File: src/rtl/fgov_pkg.sv
package fgov_pkg;
  localparam int unsigned PCT_SCALE   = 100;
  localparam int unsigned PCT_SCALE_W = 7;

  typedef enum logic [1:0] {
    DEC_HOLD  = 2'd0,
    DEC_JUMP  = 2'd1,
    DEC_STEP  = 2'd2,
    DEC_FLOOR = 2'd3
  } dec_e;
endpackage

File: src/rtl/fgov_window.sv
module fgov_window #(
  parameter int unsigned WIN_W = 16,
  parameter int unsigned PCT_W = 7
) (
  input  logic             clk,
  input  logic             rst_n,
  input  logic             busy_i,
  input  logic [WIN_W-1:0] win_len_i,
  input  logic [PCT_W-1:0] thresh_i,
  output logic             win_end_o,
  output logic [WIN_W-1:0] busy_tot_o,
  output logic [WIN_W-1:0] len_o,
  output logic [PCT_W-1:0] pct_o,
  output logic [WIN_W-1:0] samp_cnt_o,
  output logic [WIN_W-1:0] busy_cnt_o
);
  function automatic logic [WIN_W-1:0] clamp_len(input logic [WIN_W-1:0] v);
    return (v == '0) ? WIN_W'(1) : v;
  endfunction

  logic             first_q;
  logic [WIN_W-1:0] len_q, cnt_q, bcnt_q;
  logic [PCT_W-1:0] pct_q;
  logic [WIN_W-1:0] len_eff, cnt_eff, bcnt_eff;
  logic [PCT_W-1:0] pct_eff;

  // A window's first edge takes fresh settings and restarts both counts.
  always_comb begin
    len_eff  = first_q ? clamp_len(win_len_i) : len_q;
    pct_eff  = first_q ? thresh_i : pct_q;
    cnt_eff  = first_q ? WIN_W'(1) : cnt_q + WIN_W'(1);
    bcnt_eff = (first_q ? '0 : bcnt_q) + {{(WIN_W-1){1'b0}}, busy_i};
  end

  assign win_end_o  = (cnt_eff == len_eff);
  assign busy_tot_o = bcnt_eff;
  assign len_o      = len_eff;
  assign pct_o      = pct_eff;
  assign samp_cnt_o = cnt_q;
  assign busy_cnt_o = bcnt_q;

  always_ff @(posedge clk or negedge rst_n) begin
    if (!rst_n) begin
      first_q <= 1'b1;
      len_q   <= '0;
      pct_q   <= '0;
      cnt_q   <= '0;
      bcnt_q  <= '0;
    end else begin
      first_q <= win_end_o;
      len_q   <= len_eff;
      pct_q   <= pct_eff;
      cnt_q   <= cnt_eff;
      bcnt_q  <= bcnt_eff;
    end
  end
endmodule

File: src/rtl/fgov_util_cmp.sv
module fgov_util_cmp
  import fgov_pkg::*;
#(
  parameter int unsigned WIN_W = 16,
  parameter int unsigned PCT_W = 7
) (
  input  logic [WIN_W-1:0] busy_tot_i,
  input  logic [WIN_W-1:0] len_i,
  input  logic [PCT_W-1:0] pct_i,
  output logic             hot_o
);
  localparam int unsigned MUL_W  = (PCT_W > PCT_SCALE_W) ? PCT_W : PCT_SCALE_W;
  localparam int unsigned PROD_W = WIN_W + MUL_W + 1;

  // busy/len > pct/100 rewritten as two products
  function automatic logic over_threshold(input logic [WIN_W-1:0] busy,
                                          input logic [WIN_W-1:0] len,
                                          input logic [PCT_W-1:0] pct);
    logic [PROD_W-1:0] lhs, rhs;
    lhs = PROD_W'(busy) * PROD_W'(PCT_SCALE);
    rhs = PROD_W'(pct) * PROD_W'(len);
    return lhs > rhs;
  endfunction

  assign hot_o = over_threshold(busy_tot_i, len_i, pct_i);
endmodule

File: src/rtl/fgov_level.sv
module fgov_level
  import fgov_pkg::*;
#(
  parameter int unsigned NUM_LEVELS = 8,
  parameter int unsigned LVL_W      = 3
) (
  input  logic             clk,
  input  logic             rst_n,
  input  logic             win_end_i,
  input  logic             hot_i,
  output logic [LVL_W-1:0] level_o,
  output logic             chg_o,
  output dec_e             dec_o
);
  localparam logic [LVL_W-1:0] TOP = LVL_W'(NUM_LEVELS - 1);

  function automatic dec_e classify(input logic ends, input logic hot,
                                    input logic [LVL_W-1:0] cur);
    if (!ends)          return DEC_HOLD;
    else if (hot)       return DEC_JUMP;
    else if (cur == '0) return DEC_FLOOR;
    else                return DEC_STEP;
  endfunction

  function automatic logic [LVL_W-1:0] next_level(input dec_e d,
                                                  input logic [LVL_W-1:0] cur);
    case (d)
      DEC_JUMP: return TOP;
      DEC_STEP: return cur - LVL_W'(1);
      default:  return cur;
    endcase
  endfunction

  logic [LVL_W-1:0] lvl_q, lvl_nxt;

  assign dec_o   = classify(win_end_i, hot_i, lvl_q);
  assign lvl_nxt = next_level(dec_o, lvl_q);
  assign level_o = lvl_q;

  always_ff @(posedge clk or negedge rst_n) begin
    if (!rst_n) begin
      lvl_q <= TOP;
      chg_o <= 1'b0;
    end else begin
      lvl_q <= lvl_nxt;
      chg_o <= (lvl_nxt != lvl_q);
    end
  end
endmodule

File: src/rtl/util_freq_governor.sv
module util_freq_governor
  import fgov_pkg::*;
#(
  parameter int unsigned NUM_LEVELS = 8,
  parameter int unsigned WIN_W      = 16,
  parameter int unsigned PCT_W      = 7,
  localparam int unsigned LVL_W     = (NUM_LEVELS > 1) ? $clog2(NUM_LEVELS) : 1
) (
  input  logic             clk,
  input  logic             rst_n,
  input  logic             busy_i,
  input  logic [WIN_W-1:0] win_len_i,
  input  logic [PCT_W-1:0] thresh_pct_i,
  output logic [LVL_W-1:0] level_o,
  output logic             level_chg_o
);
  logic             win_end;
  logic             win_hot;
  logic [WIN_W-1:0] busy_tot, win_len_eff, samp_cnt, busy_cnt;
  logic [PCT_W-1:0] pct_eff;
  dec_e             dec_kind;

  fgov_window #(.WIN_W(WIN_W), .PCT_W(PCT_W)) u_window (
    .clk        (clk),
    .rst_n      (rst_n),
    .busy_i     (busy_i),
    .win_len_i  (win_len_i),
    .thresh_i   (thresh_pct_i),
    .win_end_o  (win_end),
    .busy_tot_o (busy_tot),
    .len_o      (win_len_eff),
    .pct_o      (pct_eff),
    .samp_cnt_o (samp_cnt),
    .busy_cnt_o (busy_cnt)
  );

  fgov_util_cmp #(.WIN_W(WIN_W), .PCT_W(PCT_W)) u_cmp (
    .busy_tot_i (busy_tot),
    .len_i      (win_len_eff),
    .pct_i      (pct_eff),
    .hot_o      (win_hot)
  );

  fgov_level #(.NUM_LEVELS(NUM_LEVELS), .LVL_W(LVL_W)) u_level (
    .clk       (clk),
    .rst_n     (rst_n),
    .win_end_i (win_end),
    .hot_i     (win_hot),
    .level_o   (level_o),
    .chg_o     (level_chg_o),
    .dec_o     (dec_kind)
  );
endmodule

File: config.mk
export PLATFORM = sky130hd
export DESIGN_NAME = util_freq_governor
export DESIGN_NICKNAME = d
export VERILOG_FILES = /design/src/rtl/fgov_pkg.sv /design/src/rtl/fgov_window.sv /design/src/rtl/fgov_util_cmp.sv /design/src/rtl/fgov_level.sv /design/src/rtl/util_freq_governor.sv
export SDC_FILE = /design/constraint.sdc
export NUM_CORES = 1
export LEC_CHECK = 0
export ABC_AREA = 1
export BUFFER_PORTS_ARGS = -buffer_cell sky130_fd_sc_hd__buf_4
export CAP_MARGIN = 40
export CORE_MARGIN = 2
export CORE_UTILIZATION = 55
export CTS_CLUSTER_DIAMETER = 120
export CTS_CLUSTER_SIZE = 24
export DETAILED_ROUTE_END_ITERATION = 7
export GPL_ROUTABILITY_DRIVEN = 0
export GPL_TIMING_DRIVEN = 0
export PLACE_DENSITY = 0.72
export SLEW_MARGIN = 20
export SYNTH_ARGS = -nofsm -noshare
export SYNTH_HDL_FRONTEND = slang
export SYNTH_SLANG_ARGS = --single-unit
File: constraint.sdc
create_clock -name clk -period 10.6 [get_ports clk]
set_input_delay 3.18 -clock clk [delete_from_list [all_inputs] [get_ports clk]]
set_output_delay 3.18 -clock clk [all_outputs]
set_load 0.01 [all_outputs]
==> results of run 1 <==
logic make-up after synthesis:
logic type      synth area share
xor+xnor                  0.0460
compound gates            0.0892
fa+ha+maj                  0.356
flops                      0.172
buf+inv                    0.119
simple gates               0.219
timing repair:
action	4_1_cts	5_1_grt
gates resized for setup	0	24
setup endpoints to repair	0	4
buffers inserted	0	1
registers in the layout (all words and copies together), names as in the netlist:
| register | count |
|---|---|
| u_level.level_o | 3 |
| u_level.chg_o | 1 |
| u_window.first_q | 1 |
| u_window.pct_q | 7 |
| u_window.samp_cnt_o | 16 |
| u_window.len_q | 16 |
| u_window.busy_cnt_o | 16 |
synth_stat cells, types with 5 or more instances:
master / count
a21oi_1: 49
buf_2: 9
buf_6: 5
dfrtp_1: 56
fa_1: 80
ha_1: 121
inv_1: 227
inv_2: 14
nand2_1: 208
nand2_2: 5
nand3_1: 44
nand4_1: 14
nor2_1: 144
nor3_1: 10
o211ai_1: 7
o21ai_0: 26
o21ai_1: 8
o21ai_2: 7
o21bai_1: 8
or2_1: 8
or2_2: 6
xnor2_1: 19
xor2_1: 27
power by group through the flow:
| stage | logic, mW | clock network [mW] | registers (mW) |
|---|---|---|---|
| global route | 2.13 | 0.342 | 0.254 |
| detailed placement | 1.73 | 0 | 0.256 |
| floorplan | 1.39 | 0 | 0.255 |
| finish | 1.80 | 0.332 | 0.252 |
| CTS | 1.78 | 0.332 | 0.252 |
| global placement | 1.67 | 0 | 0.256 |
metal layers:
metal	wire [um]	share of wire
met1	9830	0.46
met2	9630	0.45
met3	1420	0.067
met4	509	0.024
met5	0	0
final timing paths:
check,from,slack [ns],cells past startpoint,to
worst max register to register,u_window.first_q,1.81,39,u_level.chg_o
worst min-delay path,u_window.samp_cnt_o[2],0.54,1,u_window.samp_cnt_o[2]
max in group asynchronous,rst_n,7.36,2,u_level.level_o[1]
worst max-delay path,win_len_i[11],0.43,43,u_level.chg_o
worst min register to register,u_window.samp_cnt_o[2],0.54,1,u_window.samp_cnt_o[2]
min in group asynchronous,rst_n,2.68,1,u_window.busy_cnt_o[10]
area by class of cell:
class	instances	area [um2]	area share
well taps	216	270	0.0279
multi-input cells	828	6290	0.649
flip-flops and latches	60	1510	0.155
repair buffers	31	253	0.0261
clock buffers	9	225	0.0232
plain buffers	17	126	0.0130
inverters	244	922	0.0952
clock inverters	7	98.8	0.0102
placed cells by master (no fill, tap or decap), types with 5 or more instances in the layout:
master,count
nand2_2,8
buf_4,33
buf_6,5
xor2_1,27
clkbuf_16,9
nand2_1,204
buf_2,5
o21bai_1,8
fa_1,80
or2_1,8
ha_1,120
o21ai_2,8
inv_2,17
or2_2,6
o211ai_1,7
o21ai_0,25
o21ai_1,7
nand3_1,44
nand4_1,14
inv_1,224
nor2_1,143
a21oi_1,48
xnor2_1,19
dfrtp_1,56
nor3_1,10
metrics by stage:
stage	util	hold slack [ns]	cells	power (mW)
final	0.617	0.541	1412	2.39
after global routing	0.617	0.583	1412	2.73
after CTS	0.609	0.539	1410	2.36
after detailed placement	0.589	0.517	1394	1.99
after global placement	0.589	0.521	1394	1.92
after floorplan	-	0.485	1149	1.64
==> results.cfg, run 1 <==
[outcome]
status = finished, final reports clean

[global_route]
grt_use_met1 = 0.377
grt.overflow.total = 0
gr-usage-met3 = 0.0418
use_met2 = 0.434
grt_pass1_wl_mm = 35.4
grt_max_degree = 61
grt_pass1_vias = 7276
busiest_layer = met2
antenna_found_initial = 0
grt_usage = 0.269

[timing]
setup_tns_ns = 0
max_freq_ghz = 0.0983
finalCritPeriodShare = 0.960
drv_slew = 0
period_needed_ns = 10.17
setup_slack_ns = 0.428
skew_ns = 0.0125
setup_violations = 0
tightestPinTransition_ns = 0.833
finalHoldViolations = 0
relSlewSlack = 0.439

[synthesis]
yosys.area.top_type = fa_1
syn_inst = 1149
syn_area_um2 = 8760
syn_nets = 1376
yosys_most_used_dff = dfrtp_1
avgSynthCellArea_um2 = 7.63
synth_warnings = 0
async_flop_share = 1.00
ys_seq_elements = 60
synth-edff-count = 0
synth_top_cell_area_share = 0.183
ys_seq_area_frac = 0.172
ys_types = 48
synthTopCellsByArea = fa_1 18%, ha_1 17%, dfrtp_1 16%

[floorplanning]
fp.dieH_um = 130
io_pins = 30
chipWidth_um = 130
initial_utilization = 0.558
fp-row-count = 46
die_area_um2 = 17000
core_area_um2 = 15700

[worst_setup_path]
crit_slowest_cell = fa_1
crit_buf_inv = 7
crit_top_cell = nand2_1
arrival_ns = 10.38
endpoint_kind = register
cp-start-kind = input pin
cp_slowest_stage_delay_ns = 0.54
path_max_fanout = 7
cpLargestDelayFamily = adder cells
cp.required_ns = 10.81
critPathKind = input pin to register

[clocking]
clockBufferDepth = 2
holdBufCountCts = 0
clock_latency_ns = 0.34
cts_num_sinks = 60
cts_tree = done
cts.clk_slew.worst_paths_ns = 0.06
h-tree-depth = 3
clock-root-buffer = clkbuf_16
cts_buffers = 9

[route]
drc_errors = 0
dr.pass1.iters = 7
vias_per_cell = 5.34
drt-total-wl_mm = 21.4
drt-wirelength-per-cell_um = 15.1
detail-route-antenna-nets = 0
dr_total_vias = 7544
dr.first_iter.drc_count = 579

[finish]
nets = 1418
finalInstanceArea_um2 = 9690
drive_gt1_frac = 0.107
nFillCells = 1429
antenna_cells = 0
syn_to_final_growth_pct = 10.6

[power]
swShare = 0.499
p_switching_mw = 1.19
p_leak_nw = 5.33
power_density_nw_per_um2 = 246
p_int_mw = 1.20
pwr-share-comb = 0.755
clockPowerShare = 0.139
seq_power_share = 0.106
ir_drop_mv = 0.415

[place]
place_ws_ns = -0.267
dp.final_hpwl_mm = 17.2
port_buffers = 29
placed_cell_area_um2 = 9250

[hold_path]
min_path_type = register to register

[flow_run]
drv_cap = 0
Note: power is estimated with default switching activity, not from simulation.
==> run 2, diff against run 1 <==
--- a/config.mk
+++ b/config.mk
@@ -15,6 +15,7 @@
 export DETAILED_ROUTE_END_ITERATION = 7
 export GPL_ROUTABILITY_DRIVEN = 0
 export GPL_TIMING_DRIVEN = 0
+export MAX_ROUTING_LAYER = met4
 export PLACE_DENSITY = 0.72
 export SLEW_MARGIN = 20
 export SYNTH_ARGS = -nofsm -noshare
==> run 2 against run 1 <==
Final area about the same; utilization about the same; combinational power about the same; highest routed layer unchanged; critical endpoint unchanged; die area unchanged.
==> results.cfg, run 2 (same netlist as run 1, synthesis figures left out) <==
[timing]
finalHoldViolations = 0
finalCritPeriodShare = 0.962
setup_violations = 0
relSlewSlack = 0.442
drv_slew = 0
tightestPinTransition_ns = 0.829
setup_tns_ns = 0
setup_slack_ns = 0.404
max_freq_ghz = 0.0981
skew_ns = 0.0127
whs_ns = 0.542
period_needed_ns = 10.20

[global_route]
grt_usage = 0.278
antenna_found_initial = 0
grt.overflow.total = 0
grt_max_degree = 61
grt_pass1_vias = 7281
grt_pass1_wl_mm = 35.5

[clocking]
cts.clk_slew.worst_paths_ns = 0.06
h-tree-depth = 3
cts_buffers = 9
cts_tree = done
clock-root-buffer = clkbuf_16
holdBufCountCts = 0
cts_num_sinks = 60
clockBufferDepth = 2
clock_latency_ns = 0.34

[worst_setup_path]
cp.required_ns = 10.81
path_max_fanout = 7
endpoint_kind = register
critPathKind = input pin to register
crit_top_cell = nand2_1
cp-start-kind = input pin
crit_slowest_cell = fa_1
arrival_ns = 10.40
cp_slowest_stage_delay_ns = 0.54

[route]
drt-wirelength-per-cell_um = 15.1
drc_errors = 0
dr.pass1.iters = 5
dr_total_vias = 7522
vias_per_cell = 5.33
dr.first_iter.drc_count = 594
drt-total-wl_mm = 21.4
detail-route-antenna-nets = 0

[floorplanning]
core_area_um2 = 15700
die_area_um2 = 17000
io_pins = 30
fp-row-count = 46
chipWidth_um = 130
initial_utilization = 0.558
fp.dieH_um = 130

[finish]
nFillCells = 1429
mostFrequentLayoutCells = 224 x inv_1, 204 x nand2_1, 143 x nor2_1
drive_gt1_frac = 0.106
antenna_cells = 0
nets = 1418
layout_commonest_cell = inv_1
utilization = 0.616
syn_to_final_growth_pct = 10.5

[hold_path]
min_path_type = register to register

[place]
dp.final_hpwl_mm = 17.2
port_buffers = 29
place_ws_ns = -0.267

[power]
p_leak_nw = 5.32
ir_drop_mv = 0.414
power_density_nw_per_um2 = 246

[outcome]
status = finished, final reports clean

[flow_run]
drv_cap = 0
-- run 2: cell types whose count changed in the layout (fill, tap and decap cells not counted) --
cell / before / now
clkbuf_4: 2 / 1
o21ai_1: 7 / 8
o21ai_2: 8 / 7
buf_4: 33 / 34
-- run 2: repair_timing --
action | in CTS | in global routing
setup buffers | 0 | 1
setup endpoints to repair | 0 | 4
resized for setup | 0 | 24
-- run 2: worst paths after layout --
path | start | end | slack, ns | cells after the start
max in group asynchronous | rst_n | u_level.level_o[1] | 7.36 | 2
min reg2reg | u_window.samp_cnt_o[2] | u_window.samp_cnt_o[2] | 0.54 | 1
min | u_window.samp_cnt_o[2] | u_window.samp_cnt_o[2] | 0.54 | 1
max | win_len_i[11] | u_level.chg_o | 0.40 | 43
max reg2reg | u_window.first_q | u_level.chg_o | 1.79 | 39
min in group asynchronous | rst_n | u_window.busy_cnt_o[10] | 2.68 | 1
-- run 2: where the power goes --
part / internal, mW / switching [mW]
registers: 0.246 / 0.00588
clock network: 0.207 / 0.125
logic: 0.742 / 1.06
total: 1.20 / 1.19
-- run 2: final cells by class --
| cell class | count | area [um2] | share of cell area |
|---|---|---|---|
| flip-flops and latches | 60 | 1510 | 0.156 |
| clock inverters | 7 | 98.8 | 0.0102 |
| repair buffers | 31 | 253 | 0.0261 |
| inverters | 244 | 922 | 0.0952 |
| multi-input cells | 828 | 6280 | 0.649 |
| clock buffers | 9 | 225 | 0.0233 |
| plain buffers | 17 | 126 | 0.0130 |
| well taps | 216 | 270 | 0.0279 |
-- run 2: metrics by stage --
step | std cells | instance area [um2] | power, mW
finish | 1412 | 9690 | 2.38
global placement | 1394 | 9250 | 1.92
CTS | 1410 | 9580 | 2.36
detailed placement | 1394 | 9250 | 1.99
floorplan | 1149 | 8760 | 1.64
global route | 1412 | 9690 | 2.73
-- run 2: worst max-delay path: cells and delay by family --
| family | cells | cell delay [ns] |
|---|---|---|
| adders and majority gates | 7 | 3.03 |
| AOI/OAI and AO/OA | 6 | 0.74 |
| xor gates and xnor gates | 2 | 0.22 |
| and+or+nand+nor | 21 | 2.56 |
| buffers and inverters | 7 | 0.65 |
-- run 2: per-layer routing --
metal	wire length [um]	track usage	vias up
met5	0	-	-
met4	524	0.0791	0
met3	1340	0.0431	36
met2	9640	0.434	253
met1	9880	0.376	3569
li1	-	-	3664
